### src/rtl/hdlc_rx_pkg.sv
package hdlc_rx_pkg;
  // Strobes from control to the byte store
  typedef struct packed {
    logic push;
    logic pop;
    logic clear;
  } storeCmd_t;

  // Quality flags reported with a frame end
  typedef struct packed {
    logic crcOk;
    logic sized;
    logic aborted;
  } endInfo_t;

  localparam logic [15:0] CRC_POLY_REFL    = 16'h8408;
  localparam logic [15:0] CRC_GOOD_RESIDUE = 16'hF0B8;
  localparam int          MIN_FRAME_BYTES  = 4;
endpackage

### src/rtl/hdlc_rx_linedec.sv
module hdlc_rx_linedec
  import hdlc_rx_pkg::*;
(
  input  logic       clk,
  input  logic       rst_n,
  input  logic       lineBit,
  input  logic       lineValid,
  input  logic       transparentMode,
  input  logic       flush,
  output logic       byteValid,
  output logic [7:0] byteData,
  output logic       endValid,
  output endInfo_t   endInfo
);
  localparam int DLY_LEN = 7;

  logic [2:0]         onesRun;
  logic [DLY_LEN-1:0] dlyBits;
  logic [2:0]         dlyCnt;
  logic               inFrame;
  logic [7:0]         shReg;
  logic [2:0]         bitCnt;
  logic [15:0]        crcReg;
  logic [2:0]         frameBytes;

  logic pushBit, pushVal, flagSeen, abortSeen;
  logic dataValid, dataVal, fbBit, hasData;
  logic [15:0] crcNext;

  always_comb begin
    pushBit   = 1'b0;
    pushVal   = 1'b0;
    flagSeen  = 1'b0;
    abortSeen = 1'b0;
    if (lineValid && !transparentMode) begin
      if (lineBit) begin
        if (onesRun == 3'd6)      abortSeen = 1'b1;
        else if (onesRun != 3'd7) begin pushBit = 1'b1; pushVal = 1'b1; end
      end else begin
        if (onesRun == 3'd6)      flagSeen = 1'b1;
        else if (onesRun != 3'd5) begin pushBit = 1'b1; pushVal = 1'b0; end
      end
    end
    // Delimiter bits sit in the delay line and are discarded when recognised
    dataValid = transparentMode ? lineValid
                                : (pushBit && (dlyCnt == 3'(DLY_LEN)) && inFrame);
    dataVal   = transparentMode ? lineBit : dlyBits[DLY_LEN-1];
    fbBit     = crcReg[0] ^ dataVal;
    crcNext   = {1'b0, crcReg[15:1]} ^ (fbBit ? CRC_POLY_REFL : 16'h0000);
    hasData   = (frameBytes != 3'd0) || (bitCnt != 3'd0);
  end

  always_ff @(posedge clk or negedge rst_n) begin
    if (!rst_n) begin
      onesRun <= '0; dlyBits <= '0; dlyCnt <= '0; inFrame <= 1'b0;
      shReg <= '0; bitCnt <= '0; crcReg <= 16'hFFFF; frameBytes <= '0;
      byteValid <= 1'b0; byteData <= '0; endValid <= 1'b0; endInfo <= '0;
    end else if (flush) begin
      onesRun <= '0; dlyBits <= '0; dlyCnt <= '0; inFrame <= 1'b0;
      shReg <= '0; bitCnt <= '0; crcReg <= 16'hFFFF; frameBytes <= '0;
      byteValid <= 1'b0; endValid <= 1'b0;
    end else begin
      byteValid <= 1'b0;
      endValid  <= 1'b0;
      if (lineValid && !transparentMode) begin
        if (lineBit) onesRun <= (onesRun >= 3'd6) ? 3'd7 : onesRun + 3'd1;
        else         onesRun <= 3'd0;
      end
      if (pushBit) begin
        dlyBits <= {dlyBits[DLY_LEN-2:0], pushVal};
        if (dlyCnt != 3'(DLY_LEN)) dlyCnt <= dlyCnt + 3'd1;
      end
      if (dataValid) begin
        shReg  <= {dataVal, shReg[7:1]};
        bitCnt <= bitCnt + 3'd1;
        crcReg <= crcNext;
        if (bitCnt == 3'd7) begin
          byteValid <= 1'b1;
          byteData  <= {dataVal, shReg[7:1]};
          if (frameBytes < 3'(MIN_FRAME_BYTES)) frameBytes <= frameBytes + 3'd1;
        end
      end
      if (flagSeen) begin
        if (inFrame && hasData) begin
          endValid        <= 1'b1;
          endInfo.crcOk   <= (crcReg == CRC_GOOD_RESIDUE);
          endInfo.sized   <= (bitCnt == 3'd0) && (frameBytes >= 3'(MIN_FRAME_BYTES));
          endInfo.aborted <= 1'b0;
        end
        inFrame <= 1'b1; dlyCnt <= '0; bitCnt <= '0;
        crcReg <= 16'hFFFF; frameBytes <= '0;
      end
      if (abortSeen) begin
        if (inFrame && hasData) begin
          endValid        <= 1'b1;
          endInfo.crcOk   <= 1'b0;
          endInfo.sized   <= 1'b0;
          endInfo.aborted <= 1'b1;
        end
        inFrame <= 1'b0; dlyCnt <= '0; bitCnt <= '0;
        crcReg <= 16'hFFFF; frameBytes <= '0;
      end
    end
  end

  // a completed byte and a frame end never come out together
  assert_byte_end_exclusive_R2: assert property (@(posedge clk) disable iff (!rst_n)
    !(byteValid && endValid));

  // transparent mode never reports a frame end
  assert_transparent_no_end_R10: assert property (@(posedge clk) disable iff (!rst_n)
    $past(transparentMode) && !$past(flush) |-> !endValid);
endmodule

### src/rtl/hdlc_rx_store.sv
module hdlc_rx_store
  import hdlc_rx_pkg::*;
#(
  parameter int FIFO_BYTES = 32,
  localparam int CNT_W = $clog2(FIFO_BYTES + 1),
  localparam int PTR_W = CNT_W + 1,
  localparam int IDX_W = $clog2(FIFO_BYTES)
) (
  input  logic             clk,
  input  logic             rst_n,
  input  storeCmd_t        cmd,
  input  logic [7:0]       byteIn,
  output logic [CNT_W-1:0] wrCount,
  output logic [PTR_W-1:0] rdPtr,
  output logic [31:0]      dataWord
);
  logic [7:0] mem [FIFO_BYTES];

  always_ff @(posedge clk) begin
    if (cmd.push) mem[wrCount[IDX_W-1:0]] <= byteIn;
  end

  always_ff @(posedge clk or negedge rst_n) begin
    if (!rst_n) begin
      wrCount <= '0;
      rdPtr   <= '0;
    end else if (cmd.clear) begin
      wrCount <= '0;
      rdPtr   <= '0;
    end else begin
      if (cmd.push) wrCount <= wrCount + CNT_W'(1);
      if (cmd.pop)  rdPtr   <= rdPtr + PTR_W'(4);
    end
  end

  for (genvar g = 0; g < 4; g++) begin : gLane
    logic [IDX_W-1:0] laneIdx;
    assign laneIdx = rdPtr[IDX_W-1:0] + IDX_W'(g);
    assign dataWord[8*g +: 8] = mem[laneIdx];
  end

  // the store never holds more than its capacity
  assert_count_bound_R5: assert property (@(posedge clk) disable iff (!rst_n)
    wrCount <= CNT_W'(FIFO_BYTES));
endmodule

### src/rtl/hdlc_rx_ctrl.sv
module hdlc_rx_ctrl
  import hdlc_rx_pkg::*;
#(
  parameter int          FIFO_BYTES = 32,
  parameter logic [3:0]  VERSION    = 4'h2,
  localparam int CNT_W = $clog2(FIFO_BYTES + 1),
  localparam int PTR_W = CNT_W + 1,
  localparam int LEN_W = (FIFO_BYTES <= 32) ? 6 : 7
) (
  input  logic             clk,
  input  logic             rst_n,
  input  logic             byteValid,
  input  logic             endValid,
  input  endInfo_t         endInfo,
  input  logic             statRd,
  input  logic             dataRd,
  input  logic             rxResetCmd,
  input  logic [CNT_W-1:0] wrCount,
  input  logic [PTR_W-1:0] rdPtr,
  output storeCmd_t        cmd,
  output logic [31:0]      statusWord,
  output logic             rxReady
);
  logic             held;
  logic [CNT_W-1:0] heldLen;
  logic             rmeBit, crcBit, sizedBit, abortBit, rprBit, rdoBit;
  logic             fullNow, releaseNow, overflowEv, blockEv;
  logic [LEN_W-1:0] lenField;

  always_comb begin
    fullNow    = byteValid && !held && (wrCount == CNT_W'(FIFO_BYTES - 1));
    releaseNow = dataRd && held && ((rdPtr + PTR_W'(4)) >= PTR_W'(heldLen));
    overflowEv = held && (byteValid || endValid);
    blockEv    = fullNow || (endValid && !held);
    cmd.push   = byteValid && !held && !rxResetCmd;
    cmd.pop    = dataRd && held && !rxResetCmd;
    cmd.clear  = rxResetCmd || releaseNow;
  end

  always_ff @(posedge clk or negedge rst_n) begin
    if (!rst_n) begin
      held <= 1'b0; heldLen <= '0; rmeBit <= 1'b0; crcBit <= 1'b0;
      sizedBit <= 1'b0; abortBit <= 1'b0; rprBit <= 1'b0; rdoBit <= 1'b0;
    end else if (rxResetCmd) begin
      held <= 1'b0; heldLen <= '0; rmeBit <= 1'b0; crcBit <= 1'b0;
      sizedBit <= 1'b0; abortBit <= 1'b0; rprBit <= 1'b0; rdoBit <= 1'b0;
    end else begin
      if (releaseNow) begin
        held <= 1'b0; heldLen <= '0; rmeBit <= 1'b0;
        crcBit <= 1'b0; sizedBit <= 1'b0; abortBit <= 1'b0;
      end
      if (fullNow) begin
        held <= 1'b1; heldLen <= CNT_W'(FIFO_BYTES); rmeBit <= 1'b0;
        crcBit <= 1'b0; sizedBit <= 1'b0; abortBit <= 1'b0;
      end
      if (endValid && !held) begin
        held     <= 1'b1;
        heldLen  <= wrCount;
        rmeBit   <= 1'b1;
        crcBit   <= endInfo.crcOk;
        sizedBit <= endInfo.sized;
        abortBit <= endInfo.aborted;
      end
      if (blockEv || overflowEv) rprBit <= 1'b1;
      else if (statRd)           rprBit <= 1'b0;
      if (overflowEv)            rdoBit <= 1'b1;
      else if (statRd)           rdoBit <= 1'b0;
    end
  end

  always_comb begin
    lenField = (heldLen == CNT_W'(FIFO_BYTES)) ? '0 : LEN_W'(heldLen);
    statusWord               = 32'd0;
    statusWord[27:24]        = VERSION;
    statusWord[8 +: LEN_W]   = lenField;
    statusWord[5]            = rprBit;
    statusWord[4]            = rdoBit;
    statusWord[3]            = abortBit;
    statusWord[2]            = sizedBit;
    statusWord[1]            = crcBit;
    statusWord[0]            = rmeBit;
    rxReady                  = rprBit;
  end

  // freezing a block always raises the ready flag
  assert_block_raises_ready_R3: assert property (@(posedge clk) disable iff (!rst_n)
    $rose(held) |-> rprBit);

  // while a block is frozen the store does not take bytes
  assert_frozen_store_stable_R8: assert property (@(posedge clk) disable iff (!rst_n)
    held && !cmd.clear |=> wrCount == $past(wrCount));

  // a status read with no competing event clears ready and overflow
  assert_status_read_clears_R7: assert property (@(posedge clk) disable iff (!rst_n)
    statRd && !byteValid && !endValid && !rxResetCmd |=> !rprBit && !rdoBit);

  // the receiver reset command empties everything
  assert_reset_cmd_clears_R9: assert property (@(posedge clk) disable iff (!rst_n)
    rxResetCmd |=> !held && !rprBit && !rdoBit && (wrCount == '0));
endmodule

### src/rtl/hdlc_rx_fifo.sv
module hdlc_rx_fifo
  import hdlc_rx_pkg::*;
#(
  parameter int         FIFO_BYTES = 32,
  parameter logic [3:0] VERSION    = 4'h2
) (
  input  logic        clk,
  input  logic        rst_n,
  input  logic        lineBit,
  input  logic        lineValid,
  input  logic        transparentMode,
  input  logic        statRd,
  output logic [31:0] statusWord,
  input  logic        dataRd,
  output logic [31:0] dataWord,
  input  logic        rxResetCmd,
  output logic        rxReady
);
  localparam int CNT_W = $clog2(FIFO_BYTES + 1);
  localparam int PTR_W = CNT_W + 1;

  logic             byteValid, endValid;
  logic [7:0]       byteData;
  endInfo_t         endInfo;
  storeCmd_t        cmd;
  logic [CNT_W-1:0] wrCount;
  logic [PTR_W-1:0] rdPtr;

  hdlc_rx_linedec uLineDec (
    .clk(clk), .rst_n(rst_n), .lineBit(lineBit), .lineValid(lineValid),
    .transparentMode(transparentMode), .flush(rxResetCmd),
    .byteValid(byteValid), .byteData(byteData),
    .endValid(endValid), .endInfo(endInfo)
  );

  hdlc_rx_ctrl #(.FIFO_BYTES(FIFO_BYTES), .VERSION(VERSION)) uCtrl (
    .clk(clk), .rst_n(rst_n), .byteValid(byteValid), .endValid(endValid),
    .endInfo(endInfo), .statRd(statRd), .dataRd(dataRd),
    .rxResetCmd(rxResetCmd), .wrCount(wrCount), .rdPtr(rdPtr),
    .cmd(cmd), .statusWord(statusWord), .rxReady(rxReady)
  );

  hdlc_rx_store #(.FIFO_BYTES(FIFO_BYTES)) uStore (
    .clk(clk), .rst_n(rst_n), .cmd(cmd), .byteIn(byteData),
    .wrCount(wrCount), .rdPtr(rdPtr), .dataWord(dataWord)
  );
endmodule

### config.mk
export PLATFORM = sky130hd
export DESIGN_NAME = hdlc_rx_fifo
export DESIGN_NICKNAME = d
export VERILOG_FILES = /design/src/rtl/hdlc_rx_pkg.sv /design/src/rtl/hdlc_rx_linedec.sv /design/src/rtl/hdlc_rx_store.sv /design/src/rtl/hdlc_rx_ctrl.sv /design/src/rtl/hdlc_rx_fifo.sv
export SDC_FILE = /design/constraint.sdc
export NUM_CORES = 1
export LEC_CHECK = 0
export ABC_CLOCK_PERIOD_IN_PS = 2400
export BUFFER_PORTS_ARGS = -buffer_cell sky130_fd_sc_hd__buf_2
export CORE_UTILIZATION = 45
export CTS_BUF_LIST = sky130_fd_sc_hd__clkbuf_4
export DETAILED_ROUTE_END_ITERATION = 8
export PLACE_DENSITY = 0.64
export SETUP_SLACK_MARGIN = 0.05
export SLEW_MARGIN = 20
export SYNTH_ARGS = -nofsm -noshare
export SYNTH_HDL_FRONTEND = slang
export SYNTH_SLANG_ARGS = --single-unit
### constraint.sdc
create_clock -name clk -period 2.4 [get_ports clk]
set_input_delay 0.36 -clock clk [delete_from_list [all_inputs] [get_ports clk]]
set_output_delay 0.36 -clock clk [all_outputs]
set_load 0.03 [all_outputs]
==> reports/summary.txt <==
number of max-cap violations: 0
chip width: 177.0 um
class of the most critical hold timing path: in -> reg
Total GRT Usage: 18.19%
H-tree depth: 3
number of placed instances with taps included: 1230
pre-CTS WS: 0.03939 ns
total CTS buffers: 86
maximum resistive drop on vdd: 0.0003396 V
count of vias placed by the detailed router: 7365
share of cells above drive strength 1: 40.08%
net count of the finished layout: 979
count of buffers from port buffering: 52
setup repair after global routing missed its margin: yes
aggregate routed wire length: 27.14 mm
# setup viols final: 52
remaining global-route overflow: 0
data required time of the critical path: 2.04 ns
portion of synthesized cell area occupied by the leading cell type: 55.79%
fin area: 16460 um^2
First DRT Iteration DRCs: 511
number of cell rows: 63
Fin. Hold Viols: 0
power density relative to cell area: 734.3 nW/um^2
yosys warns: 0
cell types occupying the most area after synthesis: sky130_fd_sc_hd__edfxtp_1 56%, sky130_fd_sc_hd__dfrtp_1 12%, sky130_fd_sc_hd__mux4_2 10%, sky130_fd_sc_hd__mux2_2 3.5%, sky130_fd_sc_hd__dfstp_2 3.1%
violated checks: setup timing
commonest non-fill, non-tap cells in the layout: 256 x sky130_fd_sc_hd__edfxtp_1, 122 x sky130_fd_sc_hd__clkbuf_4, 64 x sky130_fd_sc_hd__mux4_2, 62 x sky130_fd_sc_hd__buf_4, 60 x sky130_fd_sc_hd__nor2_1
post-DR vias/cell: 5.227
Syn Area/Cell: 17.78 um^2
run status: finished with violations
CP Class: reg -> out
top fanout value on the critical path: 7
portion of the post-synthesis area used by sequential elements: 70.46%
Slew @ Worst Pin: 1.026 ns
Final GP Congestion: 0.7213
worst slew margin relative to its limit: 31.57%
worst hold slack: 0.07061 ns
setup TNS: -14.86 ns
worst clock skew: 0.05253 ns
clock latency of the later-clocked register in the worst-skew pair: 0.71 ns
netlist area before placement: 13780 um^2
fraction of synthesis flops using an asynchronous set or reset pin: 23.81%
number of synthesized register bits: 336
r2r endpoint: uCtrl.heldLen[5]$_DFFE_PN0P_
Period Utilization, post-route: 120.8%
cell type with the highest aggregate area in the netlist: sky130_fd_sc_hd__edfxtp_1
Design Power: 12.09 mW
clock tree sinks: 336
Highest Clock Rate: 344.8 MHz
half-perimeter wire length of the detailed placement result: 15.64 mm
number of optimization iterations in the first detailed-route pass: 4
Leakage: 5.893 nW
largest buffer count on any clock path: 3
Top Ports: 73
kind of end point of the critical path: output port
Reg-to-Reg Start: uStore.rdPtr[2]$_DFFE_PN0P_
TritonCTS clock tree: done
die area: 31330 um^2
gate count after technology mapping: 775
largest net degree at the start of global routing: 65
drc violations: 0
Worst Reg2Reg Path Length in Cells: 10
max-slew violation count: 0
core region area: 29870 um^2
layout overhead on the synthesized area: 19.45%
min cycle time layout: 2.900 ns
count of flip-flops with a built-in enable after synthesis: 256
clock root cell: sky130_fd_sc_hd__clkbuf_4
antenna violations before repair: 1
Reg2Reg Setup Slack: -0.11 ns
non-filler cells, final: 1409
Netlist cell types: 56
CP Data Arrival Time: 2.54 ns
share of the core filled with cells: 55.09%
routed len/inst: 19.26 um
leading register cell type out of synthesis: sky130_fd_sc_hd__edfxtp_1
initial standard-cell utilization of the core: 46.12%
area post-placement: 14710 um^2
antenna-violating nets left: 0
type of element launching the critical path: flip-flop
Critical path origin: uStore.rdPtr[2]$_DFFE_PN0P_
wire length of the first global-routing pass: 42.70 mm
Worst setup endpoint: dataWord[22]
Clk pin slew, worst setup/hold paths: 0.06 ns
most common library cell in the layout ignoring fill and taps: sky130_fd_sc_hd__edfxtp_1
vias in the first global route: 7828
die height: 177.0 um
Worst Setup Slack, final: -0.5002 ns
## cells in the mapped netlist, types with 2 or more instances
master and n:
sky130_fd_sc_hd__dfstp_2 16, sky130_fd_sc_hd__nand3_2 2, sky130_fd_sc_hd__nor2b_2 3, sky130_fd_sc_hd__buf_1 5, sky130_fd_sc_hd__nor4bb_1 3, sky130_fd_sc_hd__nand3b_1 2, sky130_fd_sc_hd__edfxtp_1 256, sky130_fd_sc_hd__nor3_1 3
sky130_fd_sc_hd__a22o_1 12, sky130_fd_sc_hd__mux4_2 64, sky130_fd_sc_hd__buf_2 8, sky130_fd_sc_hd__or2_2 2, sky130_fd_sc_hd__a21o_1 5, sky130_fd_sc_hd__xor2_1 6, sky130_fd_sc_hd__o31ai_1 2, sky130_fd_sc_hd__nand2b_1 3
sky130_fd_sc_hd__mux2i_1 10, sky130_fd_sc_hd__or3_1 3, sky130_fd_sc_hd__a211oi_1 2, sky130_fd_sc_hd__nor4_1 2, sky130_fd_sc_hd__buf_4 32, sky130_fd_sc_hd__mux2_2 43, sky130_fd_sc_hd__nor4b_1 3, sky130_fd_sc_hd__and2_1 2
sky130_fd_sc_hd__nand4b_1 3, sky130_fd_sc_hd__clkbuf_1 16, sky130_fd_sc_hd__a31oi_1 3, sky130_fd_sc_hd__dfrtp_1 64, sky130_fd_sc_hd__nand2_1 33, sky130_fd_sc_hd__nor2_1 60, sky130_fd_sc_hd__a21oi_1 15, sky130_fd_sc_hd__and3_1 2
sky130_fd_sc_hd__ha_1 20, sky130_fd_sc_hd__o22a_1 16, sky130_fd_sc_hd__o21ai_0 8, sky130_fd_sc_hd__conb_1 2, sky130_fd_sc_hd__inv_1 16, sky130_fd_sc_hd__xnor2_1 3, sky130_fd_sc_hd__nand3_1 8
## sequential cells by signal (all words and copies together) (netlist names), 5 cells and up
signal / count
uStore.rdPtr: 5
uLineDec.dlyBits: 7
uLineDec.byteData: 8
uCtrl.heldLen: 6
uStore.mem: 256
uLineDec.shReg: 7
uLineDec.crcReg: 16
uStore.wrCount: 6
## cell type report
cell class,instances,area (um^2)
diodes,1,2.502
clock buffers,122,915.9
clock inverters,33,187.7
fillers,2415,13420
inverters,16,60.06
multi-input cells,380,3815
flip-flops and latches,336,9718
well taps,390,488.0
repair buffers,131,1272
## critical path: stages (launching register included)
cell	delay (ns)
sky130_fd_sc_hd__dfrtp_4	0.53
sky130_fd_sc_hd__buf_16	0.17
sky130_fd_sc_hd__buf_12	0.14
sky130_fd_sc_hd__buf_16	0.14
sky130_fd_sc_hd__mux4_2	0.43
sky130_fd_sc_hd__mux2_4	0.32
sky130_fd_sc_hd__buf_6	0.15
## how the worst min path moves through the flow
stage                        from                               to  slack [ns]  depth (start not counted)
after global placement      rst_n  uLineDec.dlyBits[2]$_DFFE_PN0P_        0.32                          1
after floorplan             rst_n       uCtrl.abortBit$_DFFE_PN0P_        0.06                          0
after detailed placement    rst_n  uLineDec.dlyBits[2]$_DFFE_PN0P_        0.31                          1
after global routing      lineBit  uLineDec.endInfo[0]$_DFFE_PN0N_        0.02                          2
after CTS                 lineBit  uLineDec.endInfo[0]$_DFFE_PN0N_       0.004                          2
final                      dataRd      uStore.rdPtr[2]$_DFFE_PN0P_        0.07                          3
## per-layer routing
metal,global-route usage [%],up-vias,part of all wire (%),wire length [um]
li1,-,3373,-,-
met1,24.22,3754,44,11970
met2,29.13,190,49,13320
met3,3.995,48,4.8,1297
met4,7.220,0,2.1,560
met5,0,-,0,0
## cells by family (layout without fill, tap and decap cells)
logic type | count (synthesis) | in the layout | synth area share (%)
buffers and inverters | 78 | 302 | 3.124
other | 2 | 21 | 0.05450
muxes | 118 | 118 | 14.81
DFF | 336 | 336 | 70.46
adders and majority gates | 20 | 20 | 1.816
and+or+nand+nor | 142 | 143 | 5.303
xor gates and xnor gates | 9 | 9 | 0.5721
AOI/OAI and AO/OA | 70 | 70 | 3.859
## power by group
group          internal [mW]  switching [mW]
clock                   2.49            2.31
combinational          0.549           0.506
sequential              6.22          0.0214
## repair_timing
item                                   CTS  global route
setup endpoints to repair               37            53
hold buffers                             4             0
gates resized for setup                 65            29
setup buffers                            7             5
endpoints found under the hold margin   70             0
gates cloned                             7             1
pin swaps                                3             3
Power figures use the tool's default switching activity.
